==> config.mk <==
export PLATFORM = sky130hd
export DESIGN_NAME = meter_frame_decoder
export DESIGN_NICKNAME = d
export VERILOG_FILES = /design/src/rtl/mfd_pkg.sv /design/src/rtl/mfd_hdr_sync.sv /design/src/rtl/mfd_capture.sv /design/src/rtl/mfd_digit_lut.sv /design/src/rtl/mfd_classify.sv /design/src/rtl/meter_frame_decoder.sv
export SDC_FILE = /design/constraint.sdc
export NUM_CORES = 1
export LEC_CHECK = 0
export BUFFER_PORTS_ARGS = -buffer_cell sky130_fd_sc_hd__buf_4
export CAP_MARGIN = 5
export CORE_MARGIN = 2
export CORE_UTILIZATION = 59
export DETAILED_ROUTE_END_ITERATION = 10
export PLACE_DENSITY = 0.82
export SLEW_MARGIN = 20
export SYNTH_ARGS = -nofsm -noshare
export SYNTH_HDL_FRONTEND = slang
export SYNTH_SLANG_ARGS = --single-unit
==> constraint.sdc <==
create_clock -name clk -period 3.3 [get_ports clk]
set_input_delay 0.33 -clock clk [delete_from_list [all_inputs] [get_ports clk]]
set_output_delay 0.33 -clock clk [all_outputs]
set_load 0.03 [all_outputs]
==> src/rtl/mfd_pkg.sv <==
package mfd_pkg;

   localparam int DIGITS = 4;

   localparam logic [7:0] CODE_O     = 8'h0A;
   localparam logic [7:0] CODE_L     = 8'h0B;
   localparam logic [7:0] CODE_BLANK = 8'h10;
   localparam logic [7:0] CODE_PART  = 8'h11;
   localparam logic [7:0] CODE_BEEP  = 8'h12;
   localparam logic [7:0] CODE_MODEA = 8'h13;
   localparam logic [7:0] CODE_MODEB = 8'h14;
   localparam logic [7:0] CODE_BAD   = 8'hFF;

   typedef struct packed {
      logic ovl_pat;
      logic blank;
      logic part_blank;
      logic cont;
      logic mode_chg;
      logic invalid;
   } mfd_class_t;

   // map a raw cross-nibble digit to its display code
   function automatic logic [7:0] digit_lookup(input logic [7:0] raw);
      logic [7:0] code;
      if (raw <= 8'h09) begin
         code = raw;
      end else begin
         case (raw)
            CODE_O, CODE_L, CODE_BLANK, CODE_PART,
            CODE_BEEP, CODE_MODEA, CODE_MODEB: code = raw;
            default:                           code = CODE_BAD;
         endcase
      end
      return code;
   endfunction

endpackage

==> src/rtl/mfd_hdr_sync.sv <==
module mfd_hdr_sync #(
   parameter int         FRAME_LEN = 12,
   parameter logic [7:0] HDR0      = 8'h5A,
   parameter logic [7:0] HDR1      = 8'hA5,
   localparam int        CNT_W     = $clog2(FRAME_LEN)
) (
   input  logic             clk,
   input  logic             rst_n,
   input  logic             rx_valid,
   input  logic [7:0]       rx_byte,
   output logic             body_we,
   output logic [CNT_W-1:0] body_idx,
   output logic             last_byte
);

   typedef enum logic [1:0] {S_HUNT, S_GOT0, S_BODY} hunt_st_t;

   hunt_st_t         st_q;
   logic [CNT_W-1:0] cnt_q;
   logic             in_body;

   assign in_body   = (st_q == S_BODY);
   assign body_we   = rx_valid && in_body;
   assign body_idx  = cnt_q;
   assign last_byte = body_we && (cnt_q == CNT_W'(FRAME_LEN - 1));

   always_ff @(posedge clk or negedge rst_n) begin
      if (!rst_n) begin
         st_q  <= S_HUNT;
         cnt_q <= '0;
      end else if (rx_valid) begin
         unique case (st_q)
            S_HUNT: begin
               if (rx_byte == HDR0) st_q <= S_GOT0;
            end
            S_GOT0: begin
               if (rx_byte == HDR1) begin
                  st_q  <= S_BODY;
                  cnt_q <= CNT_W'(2);
               end else if (rx_byte != HDR0) begin
                  st_q <= S_HUNT;
               end
            end
            S_BODY: begin
               if (cnt_q == CNT_W'(FRAME_LEN - 1)) begin
                  st_q  <= S_HUNT;
                  cnt_q <= '0;
               end else begin
                  cnt_q <= cnt_q + CNT_W'(1);
               end
            end
            default: st_q <= S_HUNT;
         endcase
      end
   end

   AST_HDR_ENTRY: assert property (@(posedge clk) disable iff (!rst_n)
      $rose(in_body) |-> ($past(rx_valid) && $past(rx_byte) == HDR1));

   AST_HDR_RESTART: assert property (@(posedge clk) disable iff (!rst_n)
      (st_q == S_GOT0 && rx_valid && rx_byte == HDR0) |=> (st_q == S_GOT0));

endmodule

==> src/rtl/mfd_capture.sv <==
module mfd_capture #(
   parameter int  FRAME_LEN = 12,
   parameter int  DIG_BASE  = 2,
   parameter int  STAT_IDX  = 7,
   localparam int CNT_W     = $clog2(FRAME_LEN),
   localparam int NDIG      = mfd_pkg::DIGITS
) (
   input  logic              clk,
   input  logic              rst_n,
   input  logic              body_we,
   input  logic [CNT_W-1:0]  body_idx,
   input  logic [7:0]        rx_byte,
   output logic [NDIG*8-1:0] raw_digits,
   output logic [1:0]        stat_bits
);

   // cross-nibble assembly happens at capture time
   for (genvar k = 0; k < NDIG; k++) begin : g_dig
      logic [3:0] hi_q, lo_q;
      always_ff @(posedge clk or negedge rst_n) begin
         if (!rst_n) begin
            hi_q <= '0;
            lo_q <= '0;
         end else if (body_we) begin
            if (body_idx == CNT_W'(DIG_BASE + k))     hi_q <= rx_byte[7:4];
            if (body_idx == CNT_W'(DIG_BASE + k + 1)) lo_q <= rx_byte[3:0];
         end
      end
      assign raw_digits[8*k +: 8] = {hi_q, lo_q};
   end

   logic [1:0] stat_q;
   always_ff @(posedge clk or negedge rst_n) begin
      if (!rst_n)                                     stat_q <= '0;
      else if (body_we && body_idx == CNT_W'(STAT_IDX)) stat_q <= rx_byte[1:0];
   end
   assign stat_bits = stat_q;

endmodule

==> src/rtl/mfd_digit_lut.sv <==
module mfd_digit_lut #(
   localparam int NDIG = mfd_pkg::DIGITS
) (
   input  logic [NDIG*8-1:0] raw_digits,
   output logic [NDIG*8-1:0] codes
);

   for (genvar k = 0; k < NDIG; k++) begin : g_lut
      assign codes[8*k +: 8] = mfd_pkg::digit_lookup(raw_digits[8*k +: 8]);
   end

endmodule

==> src/rtl/mfd_classify.sv <==
module mfd_classify
   import mfd_pkg::*;
#(
   localparam int NDIG = mfd_pkg::DIGITS
) (
   input  logic [NDIG*8-1:0] codes,
   input  logic [1:0]        stat_bits,
   output mfd_class_t        cls,
   output logic [1:0]        ovl_level
);

   logic [7:0] c [NDIG];
   logic [NDIG-1:0] bad;

   for (genvar k = 0; k < NDIG; k++) begin : g_split
      assign c[k]   = codes[8*k +: 8];
      assign bad[k] = (codes[8*k +: 8] == CODE_BAD);
   end

   always_comb begin
      cls.ovl_pat    = (c[0] == CODE_O) && (c[1] == CODE_L);
      cls.blank      = (c[0] == CODE_BLANK) && (c[1] == CODE_BLANK);
      cls.part_blank = (c[0] == CODE_BLANK) && (c[1] == CODE_PART);
      cls.cont       = (c[1] == CODE_BEEP) && (c[2] == CODE_O) && (c[3] == 8'h05);
      cls.mode_chg   = (c[1] == CODE_MODEA) && (c[2] == CODE_MODEB);
      cls.invalid    = |bad;
   end

   // bit 1 outranks bit 0
   always_comb begin
      if (stat_bits[1])      ovl_level = 2'd1;
      else if (stat_bits[0]) ovl_level = 2'd2;
      else                   ovl_level = 2'd0;
   end

endmodule

==> src/rtl/meter_frame_decoder.sv <==
module meter_frame_decoder
   import mfd_pkg::*;
#(
   parameter int         FRAME_LEN = 12,
   parameter logic [7:0] HDR0      = 8'h5A,
   parameter logic [7:0] HDR1      = 8'hA5,
   parameter int         DIG_BASE  = 2,
   parameter int         STAT_IDX  = 7,
   localparam int        CNT_W     = $clog2(FRAME_LEN),
   localparam int        NDIG      = mfd_pkg::DIGITS
) (
   input  logic              clk,
   input  logic              rst_n,
   input  logic              rx_valid,
   input  logic [7:0]        rx_byte,
   output logic [NDIG*8-1:0] digit_codes,
   output logic              ovl_pattern,
   output logic              blank,
   output logic              partial_blank,
   output logic              continuity,
   output logic              mode_change,
   output logic              frame_invalid,
   output logic [1:0]        ovl_flag,
   output logic              frame_done
);

   initial begin
      assert (HDR0 != HDR1) else $error("header bytes must differ");
      assert (DIG_BASE >= 2) else $error("digit window overlaps header");
      assert (DIG_BASE + NDIG < FRAME_LEN - 1) else $error("digit window must end before last byte");
      assert (STAT_IDX >= 2 && STAT_IDX < FRAME_LEN - 1) else $error("status byte out of range");
   end

   logic              body_we, last_byte;
   logic [CNT_W-1:0]  body_idx;
   logic [NDIG*8-1:0] raw_digits, codes;
   logic [1:0]        stat_bits, ovl_level;
   mfd_class_t        cls;

   mfd_hdr_sync #(.FRAME_LEN(FRAME_LEN), .HDR0(HDR0), .HDR1(HDR1)) u_sync (
      .clk(clk), .rst_n(rst_n), .rx_valid(rx_valid), .rx_byte(rx_byte),
      .body_we(body_we), .body_idx(body_idx), .last_byte(last_byte));

   mfd_capture #(.FRAME_LEN(FRAME_LEN), .DIG_BASE(DIG_BASE), .STAT_IDX(STAT_IDX)) u_cap (
      .clk(clk), .rst_n(rst_n), .body_we(body_we), .body_idx(body_idx),
      .rx_byte(rx_byte), .raw_digits(raw_digits), .stat_bits(stat_bits));

   mfd_digit_lut u_lut (.raw_digits(raw_digits), .codes(codes));

   mfd_classify u_cls (.codes(codes), .stat_bits(stat_bits), .cls(cls), .ovl_level(ovl_level));

   always_ff @(posedge clk or negedge rst_n) begin
      if (!rst_n) begin
         digit_codes   <= '0;
         ovl_pattern   <= 1'b0;
         blank         <= 1'b0;
         partial_blank <= 1'b0;
         continuity    <= 1'b0;
         mode_change   <= 1'b0;
         frame_invalid <= 1'b0;
         ovl_flag      <= 2'd0;
         frame_done    <= 1'b0;
      end else begin
         frame_done <= last_byte;
         if (last_byte) begin
            digit_codes   <= codes;
            ovl_pattern   <= cls.ovl_pat;
            blank         <= cls.blank;
            partial_blank <= cls.part_blank;
            continuity    <= cls.cont;
            mode_change   <= cls.mode_chg;
            frame_invalid <= cls.invalid;
            ovl_flag      <= ovl_level;
         end
      end
   end

   AST_DONE_SINGLE: assert property (@(posedge clk) disable iff (!rst_n)
      frame_done |=> !frame_done);

   AST_HOLD_BETWEEN: assert property (@(posedge clk) disable iff (!rst_n)
      !frame_done |-> ($stable(digit_codes) && $stable(ovl_flag) && $stable(frame_invalid)));

   AST_NO_BAD_CODE: assert property (@(posedge clk) disable iff (!rst_n)
      (frame_done && !frame_invalid) |-> (digit_codes[7:0] != CODE_BAD && digit_codes[15:8] != CODE_BAD
                                          && digit_codes[23:16] != CODE_BAD && digit_codes[31:24] != CODE_BAD));

   AST_LEAD_EXCL: assert property (@(posedge clk) disable iff (!rst_n)
      frame_done |-> $onehot0({ovl_pattern, blank, partial_blank}));

   AST_CONT_MODE_EXCL: assert property (@(posedge clk) disable iff (!rst_n)
      frame_done |-> !(continuity && mode_change));

   AST_FLAG_RANGE: assert property (@(posedge clk) disable iff (!rst_n)
      frame_done |-> (ovl_flag != 2'd3));

endmodule

==> out/qor.yml <==
global_routing:
  antenna_found_initial: 0
  grt_max_degree: 82
  grt_pass1_vias: 2406
  grt_usage_pct: 25.2
  grt_pass1_wl_um: 12200
  grt-ovfl-total: 0
yosys:
  syn_inst: 285
  syn_nets: 300
  syn_area_um2: 3490
  syn-mean-instance-area_um2: 12.3
  synthDistinctLibCells: 44
  ys_warn_count: 0
  synth_ff_type: "dfrtp_1"
  ys_seq_area_share_pct: 58.0
  synth-async-reset-ratio_pct: 100
  synth_seq_cells: 81
  synth_edf_count: 0
setup_path:
  end_kind: "flop"
  arrival_ns: 2.73
  critPathKind: "reg2reg"
  startpoint_type: "flop"
  crit_required_ns: 3.56
  cp_max_fo: 25
final_layout:
  final_common_cell: "dfrtp_1"
  syn2layout_area_growth_pct: 20.0
  post-route-cell-area_um2: 4190
  final_nets: 356
  final_cell_mix: "dfrtp_1 (81), buf_4 (52), mux2_2 (31)"
  fillCellCount: 389
  antennaDiodeCount: 0
  drive_gt1_share_pct: 30.5
routing:
  antenna_left: 0
  dr.first_iter.drc_count: 166
  finalWirelength_um: 7760
  via_per_inst: 6.12
  drcViolationCount: 0
  num_vias: 2564
  wl_per_cell_um: 18.5
  first_pass_iters: 5
placement:
  gp_congestion: 0.803
  dp_hpwl_um: 5130
  io_buffers: 51
  dpl-instance-area_um2: 3940
clock_network:
  clk_latency_ns: 0.35
  cts_resized: 0
  clockBufferDepth: 2
  cts_buffers: 9
  cts_sinks: 81
  clk_pin_slew_ns: 0.07
  cts-htree-levels: 3
  root_buffer: "clkbuf_8"
  cts_tree: "yes"
job:
  drv_cap: 0
sta:
  worst_pin_slew_ns: 0.673
  skew_ns: 0.00653
  layout_worst_path_cycle_share_pct: 74.8
  hold_violations: 0
  setup_viol: 0
  max-slew-margin-rel_pct: 54.9
  finalCriticalPeriod_ns: 2.47
  timing.setup.tns_ns: 0
  grt_setup_unrepaired: "no"
  drv_slew: 0
  max_freq_mhz: 405
run_status:
  status: "finished clean"
floorplan:
  die_x_um: 81.0
  die-area_um2: 6550
  initial_core_util_pct: 60.1
  std_cell_rows: 28
  core-area_um2: 5820
  chipHeight_um: 81.0
  io_pins: 52
min_path:
  hold_class: "in2reg"
pwr:
  leakage_nw: 2.08
  ir_drop_mv: 0.312
  power.density_nw_per_um2: 444
==> cell usage after synthesis, drive strengths merged, types with 4 or more instances <==
cell / number / area, um2
o21ai: 13 / 65.1
nor4: 4 / 25.0
nor3: 7 / 35.0
a21oi: 6 / 30.0
inv: 7 / 26.3
o21a: 14 / 105
o22a: 10 / 87.6
nor2: 14 / 52.6
nand3: 9 / 50.1
nand2: 22 / 82.6
nand3b: 4 / 30.0
mux2: 34 / 383
dfrtp: 81 / 2030
clkbuf: 4 / 15.0
a31oi: 7 / 43.8
ha: 4 / 50.1
a22o: 5 / 43.8
buf: 5 / 25.0
==> stage by stage <==
step	utilization, %	hold WS, ns	setup WS [ns]	power [mW]	std cells
2_1_floorplan	-	0.0344	1.58	1.04	285
3_3_place_gp	67.7	0.477	1.06	1.08	403
3_5_place_dp	67.7	0.469	0.947	1.08	403
4_1_cts	71.5	0.171	0.840	1.86	417
5_1_grt	72.1	0.253	0.604	1.92	419
6_report	72.1	0.223	0.832	1.86	419
==> layer usage <==
layer  up-vias  routed length, um  GRT usage, %
met5         -                  0             0
li1       1179                  -             -
met4         0                105          8.14
met2        74               3860          41.4
met3        11                326          5.00
met1      1300               3470          34.0
==> power breakdown <==
group          internal [mW]  switching, mW  total, mW
Combinational         0.0250         0.0438     0.0687
Clock                  0.458          0.334      0.791
Sequential             0.995        0.00568       1.00
Total                   1.48          0.383       1.86
==> final timing paths <==
path	cells past startpoint	start	endpoint	slack, ns
hold / removal	2	rx_valid	u_sync.st_q[0]$_DFFE_PN0P_	0.22
min in group asynchronous	2	rst_n	digit_codes[22]$_DFFE_PN0P_	0.42
setup reg to reg	7	u_sync.body_idx[0]$_DFFE_PN0P_	digit_codes[4]$_DFFE_PN0P_	0.83
hold reg to reg	2	ovl_flag[0]$_DFFE_PN0P_	ovl_flag[0]$_DFFE_PN0P_	0.49
max in group asynchronous	3	rst_n	u_cap.g_dig[0].lo_q[2]$_DFFE_PN0P_	2.30
setup / recovery	7	u_sync.body_idx[0]$_DFFE_PN0P_	digit_codes[4]$_DFFE_PN0P_	0.83
==> critical path: stages (launching register included) <==
cell and delay (ns):
dfrtp_1 0.46, ha_1 0.26, and3b_1 0.26, nand3_2 0.37, inv_2 0.42, buf_4 0.34, nor2_1 0.08, a31oi_1 0.17
==> cells by family after synthesis <==
family	synth area share, %
AND/OR/NAND/NOR	13.6
flip-flops	58.0
AO/OA/AOI/OAI	14.1
multiplexers	11.0
buffers and inverters	1.90
adder cells (fa/ha/maj)	1.43
==> state kept, by name, indices dropped and copies added, names as in the netlist <==
register	count
u_cap.stat_bits	2
frame_invalid	1
frame_done	1
ovl_flag	2
u_sync.body_idx	4
continuity	1
digit_codes	32
u_cap.g_dig.lo_q	16
u_sync.st_q	2
ovl_pattern	1
blank	1
partial_blank	1
mode_change	1
u_cap.g_dig.hi_q	16
==> area by class of cell <==
class | count | area [um2] | share of cell area, %
Sequential cell | 81 | 2030 | 48.3
Multi-Input combinational cell | 188 | 1400 | 33.4
Timing Repair Buffer | 54 | 428 | 10.2
Clock buffer | 11 | 151 | 3.61
Tap cell | 75 | 93.8 | 2.24
Clock inverter | 3 | 65.1 | 1.55
Inverter | 7 | 26.3 | 0.627
==> timing repair <==
item                                    in CTS  in global routing
setup buffers                                0                  0
endpoints found under the hold margin        0                 25
hold buffers                                 0                  1
endpoints found under the setup margin       0                  0
Note: power is estimated with default switching activity, not from simulation.
